### src/rtl/irq_evt_pkg.sv
package irq_evt_pkg;
  localparam int DW = 32;
  localparam int HP_CH = 4;
  localparam int OFS_SET  = 'h0;
  localparam int OFS_CLR  = 'h4;
  localparam int OFS_MASK = 'h8;
  localparam int B_GPINT  = 26;
  localparam int B_GPIO0  = 27;
  localparam int B_GPERR  = 29;
  localparam int B_HPERR  = 30;
  localparam logic [DW-1:0] LATCH_BITS = 32'h3C00_000F;
  localparam logic [DW-1:0] MASK_BITS  = 32'h7C00_000F;

  typedef enum logic [1:0] {
    EV_RISE = 2'b00,
    EV_FALL = 2'b01,
    EV_BOTH = 2'b10,
    EV_OFF  = 2'b11
  } gpio_evt_e;
endpackage

### src/rtl/irq_edge_det.sv
module irq_edge_det #(
  parameter int W = 1,
  parameter logic [W-1:0] RST_VAL = '0
) (
  input  logic         clk,
  input  logic         rst,
  input  logic [W-1:0] src,
  output logic [W-1:0] rise
);
  logic [W-1:0] prev_q;

  always_ff @(posedge clk) begin
    if (rst) prev_q <= RST_VAL;
    else     prev_q <= src;
  end

  assign rise = src & ~prev_q;
endmodule

### src/rtl/irq_gpio_evt.sv
module irq_gpio_evt
  import irq_evt_pkg::*;
#(
  parameter int N = 2
) (
  input  logic           clk,
  input  logic           rst,
  input  logic [N-1:0]   pin,
  input  logic [N-1:0]   en,
  input  logic [2*N-1:0] etype,
  output logic [N-1:0]   evt
);
  logic [N-1:0] rise_v;
  logic [N-1:0] fall_v;

  irq_edge_det #(.W(N), .RST_VAL('0)) u_rise (
    .clk(clk), .rst(rst), .src(pin), .rise(rise_v)
  );

  irq_edge_det #(.W(N), .RST_VAL({N{1'b1}})) u_fall (
    .clk(clk), .rst(rst), .src(~pin), .rise(fall_v)
  );

  for (genvar i = 0; i < N; i++) begin : g_pin
    gpio_evt_e kind;
    assign kind = gpio_evt_e'(etype[2*i+1:2*i]);

    always_comb begin
      evt[i] = 1'b0;
      if (en[i]) begin
        case (kind)
          EV_RISE: evt[i] = rise_v[i];
          EV_FALL: evt[i] = fall_v[i];
          EV_BOTH: evt[i] = rise_v[i] | fall_v[i];
          default: evt[i] = 1'b0;
        endcase
      end
    end

    a_r8_no_evt_when_off: assert property (@(posedge clk) disable iff (rst)
      (!en[i] || kind == EV_OFF) |-> !evt[i]);
  end
endmodule

### src/rtl/irq_evt_bank.sv
module irq_evt_bank
  import irq_evt_pkg::*;
#(
  parameter int W = DW,
  parameter logic [W-1:0] LMASK = LATCH_BITS
) (
  input  logic         clk,
  input  logic         rst,
  input  logic [W-1:0] set_vec,
  input  logic [W-1:0] clr_vec,
  input  logic [W-1:0] hw_vec,
  output logic [W-1:0] ev_q
);
  logic [W-1:0] ev_d;

  always_comb begin
    ev_d = ((ev_q & ~clr_vec) | set_vec | hw_vec) & LMASK;
  end

  always_ff @(posedge clk) begin
    if (rst) ev_q <= '0;
    else     ev_q <= ev_d;
  end

  a_r1_edge_sets: assert property (@(posedge clk) disable iff (rst)
    (|(hw_vec & LMASK)) |=> ((ev_q & $past(hw_vec & LMASK)) == $past(hw_vec & LMASK)));

  a_r4_edge_beats_clear: assert property (@(posedge clk) disable iff (rst)
    (|(hw_vec & clr_vec & LMASK)) |=>
      ((ev_q & $past(hw_vec & clr_vec & LMASK)) == $past(hw_vec & clr_vec & LMASK)));

  a_r3_clear_works: assert property (@(posedge clk) disable iff (rst)
    (|(clr_vec & ~hw_vec & ~set_vec)) |=>
      ((ev_q & $past(clr_vec & ~hw_vec & ~set_vec)) == '0));

  a_r3_only_clear_drops: assert property (@(posedge clk) disable iff (rst)
    1'b1 |=> ((ev_q & $past(ev_q & ~clr_vec)) == $past(ev_q & ~clr_vec)));
endmodule

### src/rtl/irq_event_regs.sv
module irq_event_regs
  import irq_evt_pkg::*;
#(
  parameter int ADDR_W = 4,
  parameter int GPIO_N = 2,
  parameter int ERR_W  = 8
) (
  input  logic                clk,
  input  logic                rst,
  input  logic [ADDR_W-1:0]   bus_addr,
  input  logic                bus_wr,
  input  logic [DW-1:0]       bus_wdata,
  output logic [DW-1:0]       bus_rdata,
  input  logic [HP_CH-1:0]    hp_irq,
  input  logic                gp_irq,
  input  logic                gp_err,
  input  logic [GPIO_N-1:0]   gpio_pin,
  input  logic [GPIO_N-1:0]   gpio_irq_en,
  input  logic [2*GPIO_N-1:0] gpio_evt_type,
  input  logic [ERR_W-1:0]    hp_err_vec,
  output logic                irq_out
);
  localparam int NSRC = HP_CH + 2;
  localparam logic [ADDR_W-1:0] A_SET  = ADDR_W'(OFS_SET);
  localparam logic [ADDR_W-1:0] A_CLR  = ADDR_W'(OFS_CLR);
  localparam logic [ADDR_W-1:0] A_MASK = ADDR_W'(OFS_MASK);

  logic [NSRC-1:0]   src_rise;
  logic [GPIO_N-1:0] gpio_hit;
  logic [DW-1:0]     hw_vec, set_vec, clr_vec, ev_q, ev_full;
  logic [DW-1:0]     mask_q, rdata_d, rdata_q;
  logic              hit_set, hit_clr, hit_mask, hp_err_any, irq_q;

  irq_edge_det #(.W(NSRC), .RST_VAL('0)) u_src_edge (
    .clk(clk), .rst(rst), .src({gp_err, gp_irq, hp_irq}), .rise(src_rise)
  );

  irq_gpio_evt #(.N(GPIO_N)) u_gpio (
    .clk(clk), .rst(rst), .pin(gpio_pin), .en(gpio_irq_en),
    .etype(gpio_evt_type), .evt(gpio_hit)
  );

  always_comb begin
    hw_vec = '0;
    hw_vec[HP_CH-1:0] = src_rise[HP_CH-1:0];
    hw_vec[B_GPINT]   = src_rise[HP_CH];
    hw_vec[B_GPERR]   = src_rise[HP_CH+1];
    for (int i = 0; i < GPIO_N; i++) hw_vec[B_GPIO0+i] = gpio_hit[i];
  end

  assign hit_set  = bus_wr && (bus_addr == A_SET);
  assign hit_clr  = bus_wr && (bus_addr == A_CLR);
  assign hit_mask = bus_wr && (bus_addr == A_MASK);
  assign set_vec  = hit_set ? (bus_wdata & LATCH_BITS) : '0;
  assign clr_vec  = hit_clr ? (bus_wdata & LATCH_BITS) : '0;

  irq_evt_bank #(.W(DW), .LMASK(LATCH_BITS)) u_bank (
    .clk(clk), .rst(rst), .set_vec(set_vec), .clr_vec(clr_vec),
    .hw_vec(hw_vec), .ev_q(ev_q)
  );

  assign hp_err_any = |hp_err_vec;

  always_comb begin
    ev_full = ev_q;
    ev_full[B_HPERR] = hp_err_any;
  end

  always_ff @(posedge clk) begin
    if (rst)           mask_q <= '0;
    else if (hit_mask) mask_q <= bus_wdata & MASK_BITS;
  end

  always_comb begin
    if (bus_addr == A_SET)       rdata_d = ev_full;
    else if (bus_addr == A_CLR)  rdata_d = ev_full & mask_q;
    else if (bus_addr == A_MASK) rdata_d = mask_q;
    else                         rdata_d = '0;
  end

  always_ff @(posedge clk) begin
    if (rst) begin
      rdata_q <= '0;
      irq_q   <= 1'b0;
    end else begin
      rdata_q <= rdata_d;
      irq_q   <= |(ev_full & mask_q);
    end
  end

  assign bus_rdata = rdata_q;
  assign irq_out   = irq_q;

  a_r6_reserved_zero: assert property (@(posedge clk) disable iff (rst)
    1'b1 |-> (bus_rdata[31] == 1'b0 && bus_rdata[25:4] == '0));

  a_r9_masked_quiet: assert property (@(posedge clk) disable iff (rst)
    (mask_q == '0) |=> !irq_out);

  a_r7_live_error: assert property (@(posedge clk) disable iff (rst)
    (bus_addr == A_SET) |=> (bus_rdata[B_HPERR] == $past(|hp_err_vec)));
endmodule

### config.mk
export PLATFORM = sky130hd
export DESIGN_NAME = irq_event_regs
export DESIGN_NICKNAME = d
export VERILOG_FILES = /design/src/rtl/irq_evt_pkg.sv /design/src/rtl/irq_edge_det.sv /design/src/rtl/irq_gpio_evt.sv /design/src/rtl/irq_evt_bank.sv /design/src/rtl/irq_event_regs.sv
export SDC_FILE = /design/constraint.sdc
export NUM_CORES = 1
export LEC_CHECK = 0
export ABC_AREA = 1
export BUFFER_PORTS_ARGS = -buffer_cell sky130_fd_sc_hd__buf_2
export CORE_MARGIN = 4
export CORE_UTILIZATION = 50
export DETAILED_ROUTE_END_ITERATION = 10
export GPL_ROUTABILITY_DRIVEN = 1
export HOLD_SLACK_MARGIN = 0.03
export PLACE_DENSITY = 0.9
export SYNTH_ARGS = -nofsm -noshare
export SYNTH_HDL_FRONTEND = slang
export SYNTH_HIERARCHICAL = 1
export SYNTH_SLANG_ARGS = --single-unit
export TNS_END_PERCENT = 50
### constraint.sdc
create_clock -name clk -period 1.2 [get_ports clk]
set_input_delay 0.12 -clock clk [delete_from_list [all_inputs] [get_ports clk]]
set_output_delay 0.12 -clock clk [all_outputs]
set_load 0.005 [all_outputs]
==> results of run 1 <==
[layout make-up]
| class | instances | area, µm² |
|---|---|---|
| Fill cell | 413 | 1610 |
| Inverter | 68 | 258 |
| Clock inverter | 4 | 70.1 |
| Sequential cell | 60 | 1200 |
| Multi-Input combinational cell | 223 | 990 |
| Tap cell | 67 | 83.8 |
| Timing Repair Buffer | 87 | 505 |
| Clock buffer | 12 | 165 |
[critical path, cell delays in order]
cell	delay [ns]
dlygate4sd3_1	0.56
buf_2	0.14
inv_1	0.04
inv_1	0.05
nor2_2	0.08
o21ai_1	0.08
a21oi_1	0.15
nor2_1	0.08
a21oi_2	0.12
[per-stage QoR]
stage	util, %	hold WS (ns)	worst slack (ns)	area (µm²)	power [mW]
floorplan	-	0.192	0.218	2680	2.36
global placement	60.0	0.335	0.0529	2930	2.42
finish	67.1	0.0415	0.0493	3270	4.53
global route	67.1	0.0541	0.00974	3270	4.71
CTS	67.1	0.0315	0.128	3270	4.56
detailed placement	60.0	0.347	0.0233	2930	2.44
[cell usage in the layout (no fill, tap or decap)]
master	count
a21oi_1	10
a21oi_2	8
buf_2	70
buf_4	6
bufinv_16	2
clkbuf_8	12
clkinv_1	1
clkinv_2	2
conb_1	23
dfxtp_1	60
dlygate4sd3_1	11
inv_1	65
inv_2	1
inv_4	1
nand2_1	51
nand2_2	3
nand3_1	1
nand3_2	1
nand3_4	2
nand4_1	1
nor2_1	94
nor2_2	2
nor2_4	1
o21ai_0	16
o21ai_1	2
or2_2	8
[sequential cells by signal, summed over array words and instances (netlist names)]
signal	cells
u_bank/ev_q	8
mask_q	9
irq_out	1
u_gpio/u_fall/prev_q	2
bus_rdata	32
u_src_edge/prev_q	6
u_gpio/u_rise/prev_q	2
[path summary, 6_finish.rpt]
path,start,slack [ns],to,cells past startpoint
setup / recovery,gpio_pin[1],0.05,u_bank/ev_q[28]$_SDFF_PP0_,9
hold reg to reg,u_bank/ev_q[26]$_SDFF_PP0_,0.49,u_bank/ev_q[26]$_SDFF_PP0_,2
setup reg to reg,u_bank/ev_q[2]$_SDFF_PP0_,0.23,bus_rdata[2]$_SDFF_PP0_,3
hold / removal,bus_wdata[28],0.04,mask_q[28]$_SDFFE_PP0P_,3
[metal layers]
metal | vias to the layer above | wire length, µm
met1 | 1018 | 2180
li1 | 1187 | -
met2 | 94 | 2760
met3 | 18 | 418
met4 | 0 | 121
met5 | - | 0
[power groups by stage]
| stage | clock network, mW | logic, mW | registers (mW) |
|---|---|---|---|
| finish | 2.10 | 0.350 | 2.08 |
| global route | 2.22 | 0.399 | 2.09 |
| CTS | 2.13 | 0.343 | 2.08 |
| detailed placement | 0 | 0.314 | 2.12 |
| global placement | 0 | 0.303 | 2.12 |
| floorplan | 0 | 0.244 | 2.12 |
[what timing repair did]
action,4_1_cts,5_1_grt
endpoints found under the setup margin,0,0
hold endpoints to repair,11,0
resized for setup,0,0
hold buffers,11,0
==> metrics.txt, run 1 <==
fin. max-slew vios 0; Seq pwr share 45.9%; CTS H-Tree Depth 3; core area 4880 µm²; GPL Wtd Cong 0.892; met1 Track Usage GR 19.7%; Sw Ratio 21.8%; row count 25; Hold Crit Class input port to flop; Ys Warns 6; gr usage total 18.3%; startpoint types input port; CP endpoint kind flop; Final Critical Period 1.15 ns; via-per-instance ratio 4.45; drt pass-1 iters 5; antenna violations before repair 0; CTS root buffer clkbuf_8; Clock Path Buffers 2; Die H 80.1 µm; Final Cycle Share 95.9%; Synth Instances 358; via count 2,317; number of port buffers 70; Starting DRT DRC Count 138; Worst-path clk slew 0.07 ns; fmax 0.869 GHz; clock power share 46.3%; number of global-route vias before repair 2,159; die span in x 80.1 µm; Leakage Power 1.68 nW; GR Layer Usage met2 31.8%; max_cap viols 0; Initial Util 53.3%; Comb power frac 7.7%; Pint 3.54 mW; total negative setup slack 0 ns; Area Growth Syn to Fin 26.0%; syn_area_per_cell 7.26 µm²; clk_skew 0.00356 ns; TritonCTS clock tree done; RSZ-0062 raised after global routing false; Netlist Area Pre-Place 2600 µm²; NetSw 0.989 mW; Worst Path Required 1.47 ns; Boundary Pins 94; DIE AREA 6420 µm²; Num CTS Buffers 9; arrival time worst endpoint 1.42 ns; placed insts 494; GR Util met3 6.17%; final WL 5480 µm; total global routing overflow 0; # DRC 0; # setup viols final 0; setup bufs post-CTS 0; n_diodes 0; Clock Latency Late Sink 0.33 ns; Clock Sinks 60; Post-DP HPWL 3710 µm; Antenna Nets Post-Route 0; fin nets 510; crit-path max FO 2; final non-filler cell total 521; WS Path Type input port to flop; Max VDD drop 0.854 mV; Routed WL per cell 10.5 µm; outcome completed; Top Usage Layer GRT met2; Final Hold Viols 0; first-pass GRT wire length 9010 µm; Power Density 1380 nW/µm²; pin count of the biggest net entering global routing 24; ratio of cells with drive above 1 in the final layout 26.2%
Power figures use the tool's default switching activity.
==> run 2, diff against run 1 <==
--- a/config.mk
+++ b/config.mk
@@ -7,14 +7,15 @@
 export LEC_CHECK = 0
 export ABC_AREA = 1
 export BUFFER_PORTS_ARGS = -buffer_cell sky130_fd_sc_hd__buf_2
+export CELL_PAD_IN_SITES_DETAIL_PLACEMENT = 0
+export CELL_PAD_IN_SITES_GLOBAL_PLACEMENT = 2
 export CORE_MARGIN = 4
-export CORE_UTILIZATION = 50
+export CORE_UTILIZATION = 23
 export DETAILED_ROUTE_END_ITERATION = 10
 export GPL_ROUTABILITY_DRIVEN = 1
 export HOLD_SLACK_MARGIN = 0.03
-export PLACE_DENSITY = 0.9
+export PLACE_DENSITY = 0.89
 export SYNTH_ARGS = -nofsm -noshare
 export SYNTH_HDL_FRONTEND = slang
-export SYNTH_HIERARCHICAL = 1
 export SYNTH_SLANG_ARGS = --single-unit
 export TNS_END_PERCENT = 50
==> metrics.txt, run 2 <==
drt pass-1 iters 4 (-1); Num CTS Buffers 5 (-4); Antenna Nets Post-Route 0 (unchanged); via count 1,696 (-27%); post-CTS sizing 0 (unchanged); top cell type's share of synthesized area 39.1%; GR Util met3 3.04% (-3.1 points); Clock Latency Late Sink 0.29 ns (-0.04 ns); Post-synth EDFFs 0; startpoint types flop; Final Cycle Share 73.9% (-22 points); Final Critical Period 0.887 ns (-0.264 ns); ratio of cells with drive above 1 in the final layout 22.1% (-4.2 points); Yosys reg bits 37; RSZ-0062 raised after global routing false; core area 7850 µm² (+61%); Clock Path Buffers 2 (unchanged); Post-Synth XOR/XNOR Area 0%; total negative setup slack 0 ns (unchanged); Hold Crit Class input port to flop; fmax 1.13 GHz (+30%); Worst-path clk slew 0.07 ns (about the same); most frequent cell after synthesis nand2_1; syn_area_per_cell 6.88 µm² (-5.2%); antenna violations before repair 0 (unchanged); post-synthesis async set-or-reset flop share 0%; cell taking the most area after synthesis dfxtp_1; outcome completed; mux share of post-synthesis cell area 0%; Initial Util 24.1% (-29 points); crit-path max FO 3 (+1); Die H 98.7 µm (+23%); first-pass GRT wire length 7470 µm (-17%); Largest delay share family, worst path flip-flops; Netlist Area Pre-Place 1890 µm² (-27%); post-synthesis adder-cell area fraction 0%; fin nets 392 (-23%); n_diodes 0 (unchanged); Area Growth Syn to Fin 21.6%; CTS Hold Bufs 0 (-11); most frequent cells in the layout nand2_1, buf_2, inv_1, dfxtp_1, nand3_1; final non-filler cell total 433 (-17%); worst path cell trace nand2_1 > inv_1 > nor3_1 > a31oi_1; Slowest cell on crit path dfxtp_1; pin count of the biggest net entering global routing 23 (-4.2%); max_cap viols 0 (unchanged); Post-DP HPWL 3410 µm (-8.0%); gr usage total 9.40% (-8.9 points); setup bufs post-CTS 0 (unchanged); arrival time worst endpoint 1.06 ns (-0.36 ns); GPL Wtd Cong 0.717 (-20%); # DRC 0 (unchanged); GR Layer Usage met2 15.9% (-16 points); number of global-route vias before repair 1,655 (-23%); Max VDD drop 0.471 mV (-45%); top cells by count, synth nand2_1, inv_1, dfxtp_1, nand3_1, buf_4; Boundary Pins 94 (unchanged); sum of buffers and inverters on the critical path 1 (-3); via-per-instance ratio 3.92 (-12%); Leakage Power 1.24 nW (-26%); Clock Sinks 37 (-38%); row count 32 (+28%); Most used DFF post-synth dfxtp_1; commonest non-fill, non-tap cell in the layout nand2_1; sequential area share after synthesis 39.1%; die span in x 98.7 µm (+23%); WS Path Type flop to flop; DIE AREA 9750 µm² (+52%); sequential cell area 741 µm² (-38%); CTS H-Tree Depth 2 (-1); Synth Area in Compound Gates 5.68%; Ys Warns 0 (-6); Unique masters post-synth 26; clk_skew 0.00493 ns (+0.00137 ns); Routed WL per cell 10.3 µm (-2.3%); simple logic cell fraction of the synthesized area 35.1%; Worst Path Required 1.37 ns (-0.10 ns); CP max stage delay 0.33 ns (-0.23 ns); Top Usage Layer GRT met2; CTS root buffer clkbuf_8; Power Density 1070 nW/µm² (-22%); CP endpoint kind flop; Synth area leaders dfxtp_1, nand2_1, buf_4, nand3_1, inv_1; Synth Instances 275 (-23%); FILL cells 892 (+120%); met1 Track Usage GR 11.3% (-8.5 points); Final Hold Viols 0 (unchanged); placed insts 426 (-14%); fin. max-slew vios 0 (unchanged); # setup viols final 0 (unchanged); final WL 4450 µm (-19%); number of port buffers 47 (-33%); total global routing overflow 0 (unchanged); Multi-input gate area 858 µm² (-13%); Starting DRT DRC Count 45 (-67%); largest family of logic cells by synthesized area simple AND/OR/NAND/NOR gates; TritonCTS clock tree done
run 2: worst register-to-register path: cells and delay by family, from the launching register on:
family                 cells  cell delay [ns]
and+or+nand+nor            2             0.28
AOI/OAI and AO/OA          1             0.12
DFF                        1             0.33
buffers and inverters      1             0.05
run 2: path summary, 6_finish.rpt:
| kind | from | endpoint | slack [ns] | depth (start not counted) |
|---|---|---|---|---|
| max | u_bank.ev_q[29]$_SDFF_PP0_ | irq_out$_SDFF_PP0_ | 0.31 | 4 |
| min | hp_irq[1] | u_src_edge.prev_q[1]$_SDFF_PP0_ | 0.04 | 3 |
| max reg2reg | u_bank.ev_q[29]$_SDFF_PP0_ | irq_out$_SDFF_PP0_ | 0.31 | 4 |
| min reg2reg | mask_q[28]$_SDFFE_PP0P_ | mask_q[28]$_SDFFE_PP0P_ | 0.48 | 2 |
run 2: power breakdown:
group | leakage, nW | switching (mW) | internal (mW)
Sequential | 0.303 | 0.0271 | 1.27
Clock | 0.0443 | 0.420 | 0.455
Combinational | 0.891 | 0.169 | 0.122
Total | 1.24 | 0.616 | 1.85
run 2: metal layers:
metal | up-vias | part of all wire (%)
met3 | 6 | 6.2
met4 | 0 | 0.85
met2 | 47 | 47
li1 | 918 | -
met5 | - | 0
met1 | 725 | 46
run 2: through the flow:
| step | setup WS (ns) | cell area [µm²] | util [%] | power [mW] | hold WS, ns |
|---|---|---|---|---|---|
| floorplan | 0.236 | 1980 | - | 1.54 | 0.203 |
| global placement | 0.120 | 2220 | 28.2 | 1.61 | 0.331 |
| detailed placement | 0.112 | 2220 | 28.2 | 1.62 | 0.340 |
| CTS | 0.307 | 2300 | 29.3 | 2.52 | 0.0335 |
| global route | 0.232 | 2300 | 29.3 | 2.60 | 0.0536 |
| finish | 0.313 | 2300 | 29.3 | 2.47 | 0.0371 |
run 2: cell type report:
| type | instances | area share [%] |
|---|---|---|
| clock buffers | 7 | 3.75 |
| inverters | 41 | 6.68 |
| multi-input cells | 189 | 37.3 |
| flip-flops and latches | 37 | 32.2 |
| well taps | 102 | 5.54 |
| repair buffers | 57 | 14.6 |
run 2: kinds of logic (layout without fill, tap and decap cells):
logic type,count (synthesis),after routing
and+or+nand+nor,146,146
buffers and inverters,71,105
DFF,37,37
AOI/OAI and AO/OA,20,20
other,1,23
